### src/rtl/pkt_alloc_pkg.sv
package pkt_alloc_pkg;
  typedef enum logic [2:0] {
    OP_NOP        = 3'd0,
    OP_ALLOC_TX   = 3'd1,
    OP_RESET_ALL  = 3'd2,
    OP_RX_POP     = 3'd3,
    OP_RX_POP_REL = 3'd4,
    OP_RELEASE    = 3'd5,
    OP_TX_ENQ     = 3'd6,
    OP_TX_CLR     = 3'd7
  } mmu_op_e;

  localparam logic [7:0] ALLOC_FAIL = 8'h80;
endpackage

### src/rtl/page_fifo.sv
module page_fifo #(
  parameter int DEPTH = 4,
  parameter int W     = 2,
  localparam int AW   = (DEPTH > 1) ? $clog2(DEPTH) : 1,
  localparam int CW   = $clog2(DEPTH + 1)
) (
  input  logic          clk_i,
  input  logic          rst_ni,
  input  logic          clear_i,
  input  logic          push_i,
  input  logic [W-1:0]  data_i,
  input  logic          pop_i,
  output logic [W-1:0]  head_o,
  output logic [CW-1:0] count_o,
  output logic          empty_o
);
  localparam logic [CW-1:0] FULL_C = CW'(DEPTH);
  localparam logic [AW-1:0] LAST_C = AW'(DEPTH - 1);

  logic [W-1:0]  mem_q [DEPTH];
  logic [AW-1:0] rd_q, wr_q;
  logic [CW-1:0] cnt_q;
  logic          push_ok, pop_ok;

  assign push_ok = push_i && (cnt_q != FULL_C);
  assign pop_ok  = pop_i && (cnt_q != '0);
  assign head_o  = mem_q[rd_q];
  assign count_o = cnt_q;
  assign empty_o = (cnt_q == '0);

  always_ff @(posedge clk_i or negedge rst_ni) begin
    if (!rst_ni) begin
      rd_q  <= '0;
      wr_q  <= '0;
      cnt_q <= '0;
    end else if (clear_i) begin
      rd_q  <= '0;
      wr_q  <= '0;
      cnt_q <= '0;
    end else begin
      if (push_ok) wr_q <= (wr_q == LAST_C) ? '0 : wr_q + 1'b1;
      if (pop_ok)  rd_q <= (rd_q == LAST_C) ? '0 : rd_q + 1'b1;
      cnt_q <= cnt_q + CW'(push_ok) - CW'(pop_ok);
    end
  end

  always_ff @(posedge clk_i) begin
    if (push_ok && !clear_i) mem_q[wr_q] <= data_i;
  end
endmodule

### src/rtl/page_pick.sv
module page_pick #(
  parameter int N  = 4,
  localparam int PW = (N > 1) ? $clog2(N) : 1
) (
  input  logic [N-1:0]  used_i,
  output logic          found_o,
  output logic [PW-1:0] idx_o
);
  // descending scan: the lowest free page is assigned last and wins
  always_comb begin
    found_o = 1'b0;
    idx_o   = '0;
    for (int i = N - 1; i >= 0; i--) begin
      if (!used_i[i]) begin
        found_o = 1'b1;
        idx_o   = PW'(i);
      end
    end
  end
endmodule

### src/rtl/pkt_page_alloc.sv
module pkt_page_alloc
  import pkt_alloc_pkg::*;
#(
  parameter int NUM_PAGES = 4,
  localparam int PW = (NUM_PAGES > 1) ? $clog2(NUM_PAGES) : 1,
  localparam int CW = $clog2(NUM_PAGES + 1)
) (
  input  logic          clk_i,
  input  logic          rst_ni,
  input  logic          cmd_valid_i,
  input  logic [2:0]    cmd_op_i,
  input  logic [PW-1:0] pkt_num_i,
  input  logic          auto_release_i,
  input  logic          tx_enable_i,
  input  logic          tx_deq_i,
  input  logic          rx_alloc_req_i,
  input  logic          done_pop_i,
  output logic          rx_grant_o,
  output logic [PW-1:0] rx_page_o,
  output logic          tx_valid_o,
  output logic [PW-1:0] tx_page_o,
  output logic [7:0]    alloc_result_o,
  output logic [CW-1:0] pages_used_o,
  output logic [7:0]    rx_head_o,
  output logic [7:0]    done_head_o,
  output logic          alloc_done_set_o,
  output logic          alloc_done_clr_o,
  output logic          rx_int_set_o,
  output logic          rx_int_clr_o
);
  localparam int QD = NUM_PAGES;
  localparam int QCW = $clog2(QD + 1);

  mmu_op_e op;
  assign op = cmd_valid_i ? mmu_op_e'(cmd_op_i) : OP_NOP;

  logic [NUM_PAGES-1:0] used_q, used_d, used_rel, rel_mask, set_mask;
  logic [7:0]           result_q, result_d;

  logic [PW-1:0]  rx_head, tx_head, done_head;
  logic [QCW-1:0] rx_cnt, tx_cnt, done_cnt;
  logic           rx_empty, tx_empty, done_empty;

  logic tx_fire, rx_pop, q_clear_all, q_clear_tx;
  logic rel_en;
  logic [PW-1:0] rel_page;
  logic pick_found;
  logic [PW-1:0] pick_idx;
  logic alloc_try, alloc_ok;

  assign q_clear_all = (op == OP_RESET_ALL);
  assign q_clear_tx  = q_clear_all || (op == OP_TX_CLR);
  assign rx_pop      = (op == OP_RX_POP) || (op == OP_RX_POP_REL);
  assign tx_valid_o  = tx_enable_i && !tx_empty && !cmd_valid_i;
  assign tx_fire     = tx_deq_i && tx_valid_o;
  assign tx_page_o   = tx_head;

  // at most one release source is active in a cycle
  always_comb begin
    rel_en   = 1'b0;
    rel_page = '0;
    if (op == OP_RX_POP_REL && !rx_empty) begin
      rel_en   = 1'b1;
      rel_page = rx_head;
    end else if (op == OP_RELEASE) begin
      rel_en   = 1'b1;
      rel_page = pkt_num_i;
    end else if (tx_fire && auto_release_i) begin
      rel_en   = 1'b1;
      rel_page = tx_head;
    end
  end

  assign rel_mask = rel_en ? (NUM_PAGES'(1) << rel_page) : '0;
  assign used_rel = used_q & ~rel_mask;

  page_pick #(.N(NUM_PAGES)) u_pick (
    .used_i  (used_rel),
    .found_o (pick_found),
    .idx_o   (pick_idx)
  );

  assign alloc_try  = (op == OP_ALLOC_TX) || (rel_en && result_q == ALLOC_FAIL);
  assign alloc_ok   = alloc_try && pick_found;
  assign rx_grant_o = rx_alloc_req_i && !cmd_valid_i && !tx_fire && pick_found;
  assign rx_page_o  = pick_idx;
  assign set_mask   = (alloc_ok || rx_grant_o) ? (NUM_PAGES'(1) << pick_idx) : '0;

  always_comb begin
    used_d   = used_rel | set_mask;
    result_d = result_q;
    if (alloc_ok)                result_d = 8'(pick_idx);
    else if (op == OP_ALLOC_TX)  result_d = ALLOC_FAIL;
    if (q_clear_all) begin
      used_d   = '0;
      result_d = '0;
    end
  end

  always_ff @(posedge clk_i or negedge rst_ni) begin
    if (!rst_ni) begin
      used_q   <= '0;
      result_q <= '0;
    end else begin
      used_q   <= used_d;
      result_q <= result_d;
    end
  end

  page_fifo #(.DEPTH(QD), .W(PW)) u_rx_q (
    .clk_i, .rst_ni,
    .clear_i (q_clear_all),
    .push_i  (rx_grant_o),
    .data_i  (pick_idx),
    .pop_i   (rx_pop),
    .head_o  (rx_head),
    .count_o (rx_cnt),
    .empty_o (rx_empty)
  );

  page_fifo #(.DEPTH(QD), .W(PW)) u_tx_q (
    .clk_i, .rst_ni,
    .clear_i (q_clear_tx),
    .push_i  (op == OP_TX_ENQ),
    .data_i  (pkt_num_i),
    .pop_i   (tx_fire),
    .head_o  (tx_head),
    .count_o (tx_cnt),
    .empty_o (tx_empty)
  );

  page_fifo #(.DEPTH(QD), .W(PW)) u_done_q (
    .clk_i, .rst_ni,
    .clear_i (q_clear_tx),
    .push_i  (tx_fire && !auto_release_i),
    .data_i  (tx_head),
    .pop_i   (done_pop_i),
    .head_o  (done_head),
    .count_o (done_cnt),
    .empty_o (done_empty)
  );

  always_comb begin
    pages_used_o = '0;
    for (int i = 0; i < NUM_PAGES; i++) pages_used_o += CW'(used_q[i]);
  end

  assign alloc_result_o   = result_q;
  assign rx_head_o        = rx_empty   ? ALLOC_FAIL : 8'(rx_head);
  assign done_head_o      = done_empty ? ALLOC_FAIL : 8'(done_head);
  assign alloc_done_set_o = alloc_ok;
  assign alloc_done_clr_o = (op == OP_ALLOC_TX);
  assign rx_int_set_o     = rx_grant_o || (rx_pop && rx_cnt > QCW'(1));
  assign rx_int_clr_o     = rx_pop && rx_cnt <= QCW'(1);

  // counts only feed the full/empty logic inside the queues
  logic unused_cnt;
  assign unused_cnt = ^{tx_cnt, done_cnt};
endmodule

### config.mk
export PLATFORM = sky130hd
export DESIGN_NAME = pkt_page_alloc
export DESIGN_NICKNAME = d
export VERILOG_FILES = /design/src/rtl/pkt_alloc_pkg.sv /design/src/rtl/page_fifo.sv /design/src/rtl/page_pick.sv /design/src/rtl/pkt_page_alloc.sv
export SDC_FILE = /design/constraint.sdc
export NUM_CORES = 1
export LEC_CHECK = 0
export ABC_AREA = 1
export BUFFER_PORTS_ARGS = -buffer_cell sky130_fd_sc_hd__buf_4
export CAP_MARGIN = 30
export CORE_ASPECT_RATIO = 1.2
export CORE_UTILIZATION = 25
export DETAILED_ROUTE_END_ITERATION = 8
export PLACE_DENSITY = 0.55
export SLEW_MARGIN = 20
export SYNTH_ARGS = -nofsm -noshare
export SYNTH_HDL_FRONTEND = slang
export SYNTH_SLANG_ARGS = --single-unit
### constraint.sdc
create_clock -name clk_i -period 2.4 [get_ports clk_i]
set_input_delay 0.12 -clock clk_i [delete_from_list [all_inputs] [get_ports clk_i]]
set_output_delay 0.12 -clock clk_i [all_outputs]
set_load 0.02 [all_outputs]
# Yosys cells after proc, flatten, opt, wreduce, memory -nomap -nowiden
# Memory sizes are Yosys's and may differ from the RTL's.
# Index checks and enable logic that the tools add are counted.
[totals]
rom_bits = 0
inputBits = 13
latchBits = 0
ramBits = 24
wordCells = 150
memories = 3
output_inout_bits = 37
reg_bits = 33
[memory_table]
columns = ["name", "depth", "word_bits", "read_ports", "rd_clocked_by_memory_dff", "write_ports", "line_no", "text"]
rows = [
  ["u_done_q.mem_q", 4, 2, 1, 0, 1, "page_fifo.sv:20", "logic [W-1:0] mem_q [DEPTH];"],
  ["u_rx_q.mem_q", 4, 2, 1, 0, 1, "page_fifo.sv:20", ""],
  ["u_tx_q.mem_q", 4, 2, 1, 0, 1, "page_fifo.sv:20", ""],
]
[classes]
n_eq_ne = 17
mux = 50
div_mod_pow = 0
bitwise = 3
n_lt_le_gt_ge = 2
shifts = 2
addsub = 15
multipliers = 0
reduce_logical = 47
[ops]
columns = ["op", "n"]
rows = [
  ["2-bit 2-to-1 mux", 25],
  ["8-bit 2-to-1 mux", 5],
  ["1-bit logical AND", 22],
  ["1-bit 2-to-1 mux", 13],
  ["2-bit by 1-bit adder with 2-bit output, second input constant", 6],
  ["3-bit by 1-bit adder with 3-bit output", 4],
  ["2-bit == test, second input constant", 6],
  ["3-bit == test, second input constant", 4],
  ["3-bit 2-to-1 mux", 4],
  ["4-bit 2-to-1 mux", 3],
  ["2-bit nonzero test", 6],
  ["3-bit nonzero test", 4],
  ["3-bit zero test", 3],
  ["3-bit != test, second input constant", 3],
  ["3-bit by 1-bit subtractor with 3-bit output", 3],
  ["8-bit == test, second input constant", 1],
  ["1-bit by 2-bit << shifter with 4-bit output, first input constant", 2],
  ["1-bit zero test", 7],
  ["3-bit by 2-bit == test with 1-bit output, second input constant", 2],
  ["1-bit logical OR", 5],
  ["4-bit bitwise AND", 1],
  ["4-bit NOT", 1],
  ["4-bit bitwise OR", 1],
  ["2-bit by 1-bit adder with 3-bit output", 1],
  ["4 further kinds", 4],
]

# Depth between registers and ports, before layout
# Gate-level depths: netlist (run 1).
[logic_depth]
word_depth = 22
mapped_depth = 18
mapped_depth_nobuf = 18

# Modules after synthesis
# A second synthesis (run 1) with hierarchy kept.
[unflattened]
cells_unflattened = 401
hier_area_um2 = 3276.9
[modules_own_cells]
columns = ["module", "n_inst", "cells_each", "area_each_um2", "seq_area_each_um2"]
rows = [
  ["page_fifo (u_done_q ...)", 2, 85, 798.3, 415.4],
  ["pkt_page_alloc", 1, 137, 835.8, 175.2],
  ["page_fifo (u_tx_q)", 1, 85, 808.3, 415.4],
  ["page_pick", 1, 9, 36.3, 0.0],
]

# Worst setup path before layout (run 1)
# No wires, ideal clock.
[synth_timing]
kind = "register -> register"
start = "register u_tx_q.rd_q[0]"
end = "register u_rx_q.cnt_q[2] (netlist: u_rx_q.count_o[2])"
path_stages_with_launch = 18
period_less_slack_ns = 2.470
required_ns = 2.270
setup_time_ns = 0.130
slack_ns = -0.070
t_arrival_ns = 2.340
n_path_buf = 0
cell_sequence = "dfrtp_1 > inv_2 > nand2_1 > nand3_1 > nand2_2 > inv_1 > nand2_1 > nand3b_2 > nand2_1 > nand2_1 > nor2_2 > nand2_4 > nand3_4 > inv_2 > ha_1 > fa_1 > xor2_1 > nor2_1"
[synth_via]
elab_chain_cells = 17
[synth_rtl]
columns = ["element", "line_no", "text"]
rows = [
  ["start, declared", "page_fifo.sv:21", "logic [AW-1:0] rd_q, wr_q;"],
  ["start signal, assigned", "page_fifo.sv:42", "if (pop_ok) rd_q <= (rd_q == LAST_C) ? '0 : rd_q + 1'b1;"],
  ["memory 4 x 2 bit (*)", "--", ""],
  ["named net tx_page_o[0]", "pkt_page_alloc.sv:21", "output logic [PW-1:0] tx_page_o,"],
  ["2-bit 2-to-1 mux (*)", "pkt_page_alloc.sv:68", "end else if (tx_fire && auto_release_i) begin"],
  ["2-bit 2-to-1 mux (*)", "pkt_page_alloc.sv:65", "end else if (op == OP_RELEASE) begin"],
  ["2-bit 2-to-1 mux (*)", "pkt_page_alloc.sv:62", "if (op == OP_RX_POP_REL && !rx_empty) begin"],
  ["1-bit by 2-bit << shifter with 4-bit output (*)", "pkt_page_alloc.sv:74", "assign rel_mask = rel_en ? (NUM_PAGES'(1) << rel_page) : '0;"],
  ["4-bit 2-to-1 mux (*)", "pkt_page_alloc.sv:74", ""],
  ["4-bit NOT (*)", "pkt_page_alloc.sv:75", "assign used_rel = used_q & ~rel_mask;"],
  ["4-bit bitwise AND (*)", "pkt_page_alloc.sv:75", ""],
  ["1-bit 2-to-1 mux (3 in a row)", "page_pick.sv:14", "if (!used_i[i]) begin"],
  ["1-bit 2-to-1 mux (*)", "page_pick.sv:14", ""],
  ["1-bit logical AND (*)", "pkt_page_alloc.sv:85", "assign rx_grant_o = rx_alloc_req_i && !cmd_valid_i && !tx_fire && pick_found;"],
  ["1-bit logical AND (*)", "page_fifo.sv:25", "assign push_ok = push_i && (cnt_q != FULL_C);"],
  ["3-bit by 1-bit adder with 3-bit output (*)", "page_fifo.sv:43", "cnt_q <= cnt_q + CW'(push_ok) - CW'(pop_ok);"],
  ["3-bit by 1-bit subtractor with 3-bit output (*)", "page_fifo.sv:43", ""],
  ["3-bit 2-to-1 mux (*)", "page_fifo.sv:36", "end else if (clear_i) begin"],
  ["end signal, assigned", "page_fifo.sv:43", ""],
  ["end, declared", "page_fifo.sv:22", "logic [CW-1:0] cnt_q;"],
]
# The timed path passes the listed nets; every way through them passes the cells marked *.
# A chain may end at the register's enable or synchronous reset.

# Worst setup path after layout (run 1)
[layout_timing]
start = "register u_rx_q.rd_q[0]"
end = "register u_rx_q.cnt_q[1] (netlist: u_rx_q.count_o[1])"
[layout_via]
elab_chain_cells = 15
[layout_rtl]
columns = ["element", "line_no"]
rows = [
  ["start, declared", "page_fifo.sv:21"],
  ["start signal, assigned", "page_fifo.sv:42"],
  ["memory 4 x 2 bit (*)", "--"],
  ["2-bit 2-to-1 mux (*)", "pkt_page_alloc.sv:62"],
  ["1-bit by 2-bit << shifter with 4-bit output (*)", "pkt_page_alloc.sv:74"],
  ["4-bit 2-to-1 mux (*)", "pkt_page_alloc.sv:74"],
  ["4-bit NOT (*)", "pkt_page_alloc.sv:75"],
  ["4-bit bitwise AND (*)", "pkt_page_alloc.sv:75"],
  ["1-bit 2-to-1 mux (3 in a row)", "page_pick.sv:14"],
  ["1-bit 2-to-1 mux (*)", "page_pick.sv:14"],
  ["1-bit logical AND (*)", "pkt_page_alloc.sv:85"],
  ["1-bit logical AND (*)", "page_fifo.sv:25"],
  ["3-bit by 1-bit adder with 3-bit output (*)", "page_fifo.sv:43"],
  ["3-bit by 1-bit subtractor with 3-bit output (*)", "page_fifo.sv:43"],
  ["3-bit 2-to-1 mux (*)", "page_fifo.sv:36"],
]
# Every way passes the cells marked *; elsewhere a longest branch is shown, timed or not.

==> metrics, run 1 <==
pwr/cell area=1152 mW/mm^2; Crit. End Element=flop; count leader, synth=inv_1; Synth top area share=22.20%; final wirelength=7.270 mm; kind of critical path=reg -> reg; Peak VDD IR=0.0005455 V; Worst EP required=2.63 ns; share of cells above drive strength 1=30.37%; RePlAce Congestion=0.8383; Die Area=0.01345 sq mm; Max-cap violations=0; io pins=50; die span in y=126.8 um; # diodes=0; DP HPWL=5.583 mm; most frequent cells after synthesis=inv_1, nand2_1, nor2_1, dfrtp_1, ha_1; Worst Path Arrival=2.61 ns; Area contributors post-synth=edfxtp_1, dfrtp_1, ha_1, inv_1, nand2_1; cell total after placement=596; Final Cycle Share=99.17%; Register Area=0.001424 sq mm; HP Class=in -> reg; DR WL/cell=11.63 um; multi-input logic area=0.001520 sq mm; worst-skew pair later-pin latency=0.30 ns; antenna violations before repair=0; largest net degree at the start of global routing=29; Synth cell types=36; status=finished, final reports clean; Synth-to-Final Area Change=29.87%; crit path time final=2.380 ns; vias per inst=4.194; RSZ-0062 raised after global routing=yes; FF-to-FF setup slack=0.02 ns; Leakage=2.136 nW; Die W=106.0 um; Main synth FF type=dfrtp_1; Hold Path Depth=1; DRT iter0 DRCs=80; CTS Buf Count=5; Worst-Margin Slew=0.6735 ns; Synth async-reset ratio=53.85%; Antenna Violating Nets Remaining=0; Final nets=502; vias=2621; PortBufs=34; Synth Register Bits=52; number of global-route vias before repair=2645; CTS Buffer Depth=2; Initial DRT Pass Iterations=4; grt total ovfl=0; worst hold slack=0.04317 ns; clk root buf=clkbuf_16; fin cells=625; FILL cells=1323; skew final=0.007493 ns; first-pass GRT wire length=11.84 mm; FP Rows=45; final setup fails=0; drc violations=0; Total Neg Setup Slack=0 ns; CORE AREA=0.01267 sq mm; R2R depth=16; sequential area share after synthesis=43.78%; Mapped Cells=378; Post-synth EDFFs=24; gr usage total=11.17%; Worst Setup Start Kind=flop; Crit Path Max Fanout=7; CTS tree=built; CTS Sinks=52; Synth Warn #=0; post-layout util=33.28%; fmax=420.1 MHz; final hold viol count=0; Slew Limit Headroom=55.10%; fin. max-slew vios=0; Post-Synthesis Cell Area=0.003247 sq mm; H-Tree Level Count=2; Syn Area/Cell=8.590 sq um; clk slew on worst S/H paths=0.07 ns; starting density of the core=25.63%; area leader, netlist=edfxtp_1
-- final cells by class --
type / instances / share of cell area (%)
Tap cell: 164 / 4.866
Timing Repair Buffer: 78 / 13.95
Clock buffer: 6 / 3.056
Inverter: 82 / 7.389
Clock inverter: 2 / 0.9199
Multi-Input combinational cell: 241 / 36.05
Sequential cell: 52 / 33.77
-- placed cells by master (no fill, tap or decap), types with 2 or more instances in the layout --
| cell | count |
|---|---|
| xnor2_1 | 2 |
| o21ai_0 | 20 |
| conb_1 | 15 |
| xor2_1 | 2 |
| dfrtp_1 | 26 |
| ha_1 | 24 |
| nand2_1 | 56 |
| dfrtp_2 | 2 |
| inv_2 | 10 |
| nand2_4 | 2 |
| nor2_1 | 41 |
| o21ai_2 | 2 |
| a21oi_1 | 9 |
| nor2_4 | 3 |
| edfxtp_1 | 24 |
| nor3_1 | 3 |
| a21oi_2 | 3 |
| nand2_2 | 12 |
| inv_1 | 70 |
| fa_1 | 3 |
| o21ai_1 | 4 |
| nand3_2 | 2 |
| buf_4 | 77 |
| nand3_4 | 2 |
| nor2_2 | 9 |
| nand3_1 | 14 |
| clkbuf_16 | 5 |
| o211ai_1 | 2 |
-- what timing repair did --
| action | 4_1_cts | 5_1_grt |
|---|---|---|
| hold buffers | 1 | 0 |
| buffers inserted | 15 | 5 |
| pin swaps | 12 | 19 |
| hold endpoints to repair | 28 | 0 |
| gates resized for setup | 8 | 21 |
| setup endpoints to repair | 2 | 18 |
-- power breakdown --
| part | internal, mW | switching (mW) |
|---|---|---|
| logic | 1.15 | 1.44 |
| clock network | 0.497 | 0.334 |
| registers | 1.22 | 0.208 |
| total | 2.87 | 1.99 |
-- flip-flops by register name, indices dropped and copies added, names as in the netlist --
signal,flops
alloc_result_o,3
u_done_q.count_o,3
u_done_q.mem_q,8
u_done_q.rd_q,2
u_done_q.wr_q,2
u_rx_q.count_o,3
u_rx_q.mem_q,8
u_rx_q.rd_q,2
u_rx_q.wr_q,2
u_tx_q.count_o,3
u_tx_q.mem_q,8
u_tx_q.rd_q,2
u_tx_q.wr_q,2
used_q,4
-- metal layers --
metal,global-route usage (%),vias up,share of wire [%]
met5,0,-,0
li1,-,1306,-
met1,12.89,1257,43
met3,1.901,9,2.9
met4,3.676,0,1.4
met2,20.72,49,52
-- cells by family after synthesis --
group	share of synthesized area, %
buffers and inverters	13.45
xor gates and xnor gates	1.079
other	0.1155
DFF	43.78
AOI/OAI and AO/OA	7.977
and+or+nand+nor	21.50
adders and majority gates	12.10
-- final timing paths --
| kind | end | from |
|---|---|---|
| setup / recovery | u_rx_q.count_o[1] | u_rx_q.rd_q[0] |
| hold / removal | u_tx_q.mem_q[2][1] | pkt_num_i[1] |
| setup reg to reg | u_rx_q.count_o[1] | u_rx_q.rd_q[0] |
| hold reg to reg | alloc_result_o[0] | alloc_result_o[0] |
| max in group asynchronous | u_tx_q.rd_q[0] | rst_ni |
| min in group asynchronous | u_rx_q.wr_q[1] | rst_ni |
-- critical path: stages, from the launching register on --
cell,delay (ns)
dfrtp_2,0.46
o21ai_0,0.18
nand2_1,0.07
nand2_1,0.12
inv_1,0.07
nand2_1,0.07
nand2_2,0.08
nand3_2,0.07
nand2_2,0.08
nor2_4,0.14
nand2_4,0.07
nand3_4,0.07
inv_4,0.04
ha_4,0.15
fa_2,0.53
inv_2,0.03
nor2_2,0.07
-- per-stage QoR --
stage	cell area, sq um	worst slack [ns]	total power [mW]
floorplan	3307	0.001970	2.912
global placement	3812	-0.03327	3.676
detailed placement	3812	-0.07728	3.749
CTS	4128	0.008344	4.788
global route	4217	-0.1229	5.255
finish	4217	0.01987	4.856
(Power assumes the default switching activity.)
==> inputs of run 2 (changes only) <==
==> constraint.sdc (replaced) <==
create_clock -name clk_i -period 2.4 [get_ports clk_i]
set_input_delay 0 -clock clk_i [delete_from_list [all_inputs] [get_ports clk_i]]
set_output_delay 0 -clock clk_i [all_outputs]
set_load 0.02 [all_outputs]
==> metrics, run 2 (synthesis gave the netlist of run 1 again) <==
Leakage=2.119 nW (-0.80%); Top delay family on crit path=simple AND/OR/NAND/NOR gates; number of global-route vias before repair=2658 (+0.49%); CTS Sinks=52 (unchanged); final instance area=0.004155 sq mm (-1.5%); worst-skew pair later-pin latency=0.29 ns (about the same); combinational share of power=52.3% (-1.2 points); crit path setup slack, layout=0.08115 ns (+0.06128 ns); FF-to-FF setup slack=0.08 ns (+0.06 ns); Critical-path top delay cell=fa_2; largest net degree at the start of global routing=29 (unchanged); Worst Setup Start Kind=flop; DP Worst Slack=-0.07656 ns (+0.0007260 ns); clk root buf=clkbuf_16; DP HPWL=5.619 mm (+0.64%); fin. max-slew vios=0 (unchanged); Final nets=497 (-1.0%); Worst-Margin Slew=0.6385 ns (-0.03499 ns); internal power=2.767 mW (-3.5%); Hold Path Depth=3 (+2); HP Class=in -> reg; r2r startpoint=u_tx_q.count_o[2]; most frequent cells in the layout=inv_1, buf_4, nand2_1; final wirelength=7.042 mm (-3.1%); Antenna Violating Nets Remaining=0 (unchanged); grt total ovfl=0 (unchanged); Max-cap violations=0 (unchanged); first-pass GRT wire length=11.88 mm (+0.35%); starting density of the core=25.63% (unchanged); max incr delay on CP=0.52 ns (about the same); Crit. End Element=flop; CTS Buffer Depth=2 (unchanged); PortBufs=34 (unchanged); skew final=0.004402 ns (-0.003091 ns); Total Neg Setup Slack=0 ns (unchanged); Sequential Power Share=30.6% (+1.2 points); clk slew on worst S/H paths=0.07 ns (about the same); final hold viol count=0 (unchanged); Peak VDD IR=0.0005482 V (+0.49%); RePlAce Congestion=0.8406 (+0.27%); Hold Path Sink=u_rx_q.count_o[2]; DP Area=0.003805 sq mm (-0.20%); clock share of power=17.2% (about the same); Crit Path Max Fanout=3 (-4); CORE AREA=0.01267 sq mm (unchanged); Initial DRT Pass Iterations=4 (unchanged); vias per inst=4.166 (-0.66%); crit-path cells=inv_1, nand2_2, nand4_1, o21ai_2, nand2_2, nand3_2, nand2_2, nor2_4, nand2_4, nand3_4, inv_4, ha_4, fa_2, inv_2, nor2_1; reg2reg end=u_rx_q.count_o[1]; vias=2583 (-1.4%); CTS tree=built; drc violations=0 (unchanged); NetSw=1.914 mW (-3.7%); fmax=431.2 MHz (+2.6%); DRT iter0 DRCs=72 (-10%); Final Cycle Share=96.62% (-2.6 points); antenna violations before repair=0 (unchanged); R2R depth=15 (-1); crit path time final=2.319 ns (-0.06128 ns); RSZ-0062 raised after global routing=yes; Switching Fraction=40.88% (-0.044 points); Synth-to-Final Area Change=27.98%; commonest non-fill, non-tap cell in the layout=inv_1; CP Launch Point=u_tx_q.count_o[2]; pwr/cell area=1127 mW/mm^2 (-2.2%); WP depth=15 (-1); gr usage total=11.18% (about the same); Die Area=0.01345 sq mm (unchanged); leading registers by flop count=u_done_q.mem_q: 8 flops, u_rx_q.mem_q: 8 flops, u_tx_q.mem_q: 8 flops; H-Tree Level Count=2 (unchanged); kind of critical path=reg -> reg; Bufs and invs on worst path=3 (unchanged); FP Rows=45 (unchanged); min-delay src=cmd_op_i[2]; # diodes=0 (unchanged); Worst EP required=2.63 ns (about the same); CTS Buf Count=5 (unchanged); status=finished, final reports clean; Die W=106.0 um (unchanged); DR WL/cell=11.36 um (-2.4%); Slew Limit Headroom=57.43% (+2.3 points); io pins=50 (unchanged); final setup fails=0 (unchanged); Worst Path Arrival=2.54 ns (-0.07 ns); share of cells above drive strength 1=27.19% (-3.2 points); die span in y=126.8 um (unchanged); most used cell, CP=nand2_2
run 2: cell count changes in the layout (fill, tap and decap cells not counted), sizes merged:
cell / change
buf: -7
dlygate4sd3: +2
clkinv: +1
inv: -1
run 2: final cells by class:
| cell class | instances | area, sq um |
|---|---|---|
| timing repair buffer | 73 | 555.5 |
| tap | 164 | 205.2 |
| sequential | 52 | 1424 |
| inverter | 82 | 311.5 |
| clock buffer | 6 | 128.9 |
| fill | 1355 | 8513 |
| clock inverter | 2 | 35.03 |
| multi-input combinational | 241 | 1495 |
run 2: routing by layer:
layer,part of all wire [%],vias up,track usage [%]
met3,4.3,11,2.415
li1,-,1297,-
met2,51,52,20.80
met5,0,-,0
met4,1.8,0,3.676
met1,42,1223,12.52
run 2: worst reg2reg max path, delay by kind of cell, from the launching register on:
family                     cells  cell delay, ns
and+or+nand+nor                9            0.87
DFF                            1            0.38
buffers and inverters          3            0.14
adders and majority gates      2            0.67
AOI/OAI and AO/OA              1            0.19
run 2: worst max path at each step:
stage / end / slack [ns]
floorplan: u_rx_q.count_o[2] / 0.002
global placement: u_rx_q.count_o[2] / -0.04
detailed placement: u_rx_q.count_o[2] / -0.08
CTS: u_rx_q.count_o[1] / 0.01
global route: u_rx_q.count_o[1] / -0.08
finish: u_rx_q.count_o[1] / 0.08
run 2: power by group through the flow:
stage / Sequential (mW) / Clock, mW / Combinational, mW
finish: 1.43 / 0.804 / 2.45
global route: 1.47 / 0.862 / 2.75
detailed placement: 1.44 / 0 / 2.30
floorplan: 1.42 / 0 / 1.49
global placement: 1.43 / 0 / 2.25
CTS: 1.43 / 0.834 / 2.40
run 2: timing repair:
item                       CTS  global route
pin swaps                   12             9
hold buffers                 3             0
hold endpoints to repair    36             0
gates resized for setup      7            12
buffers inserted             8             6
setup endpoints to repair    2            15
run 2: stage by stage:
stage / util (%) / hold WS [ns] / power [mW] / std cells
2_1_floorplan: - / -0.2956 / 2.912 / 392
3_3_place_gp: 30.03 / -0.03897 / 3.681 / 595
3_5_place_dp: 30.03 / -0.04317 / 3.744 / 595
4_1_cts: 32.24 / 0.05830 / 4.657 / 614
5_1_grt: 32.80 / 0.09851 / 5.081 / 620
6_report: 32.80 / 0.07750 / 4.681 / 620
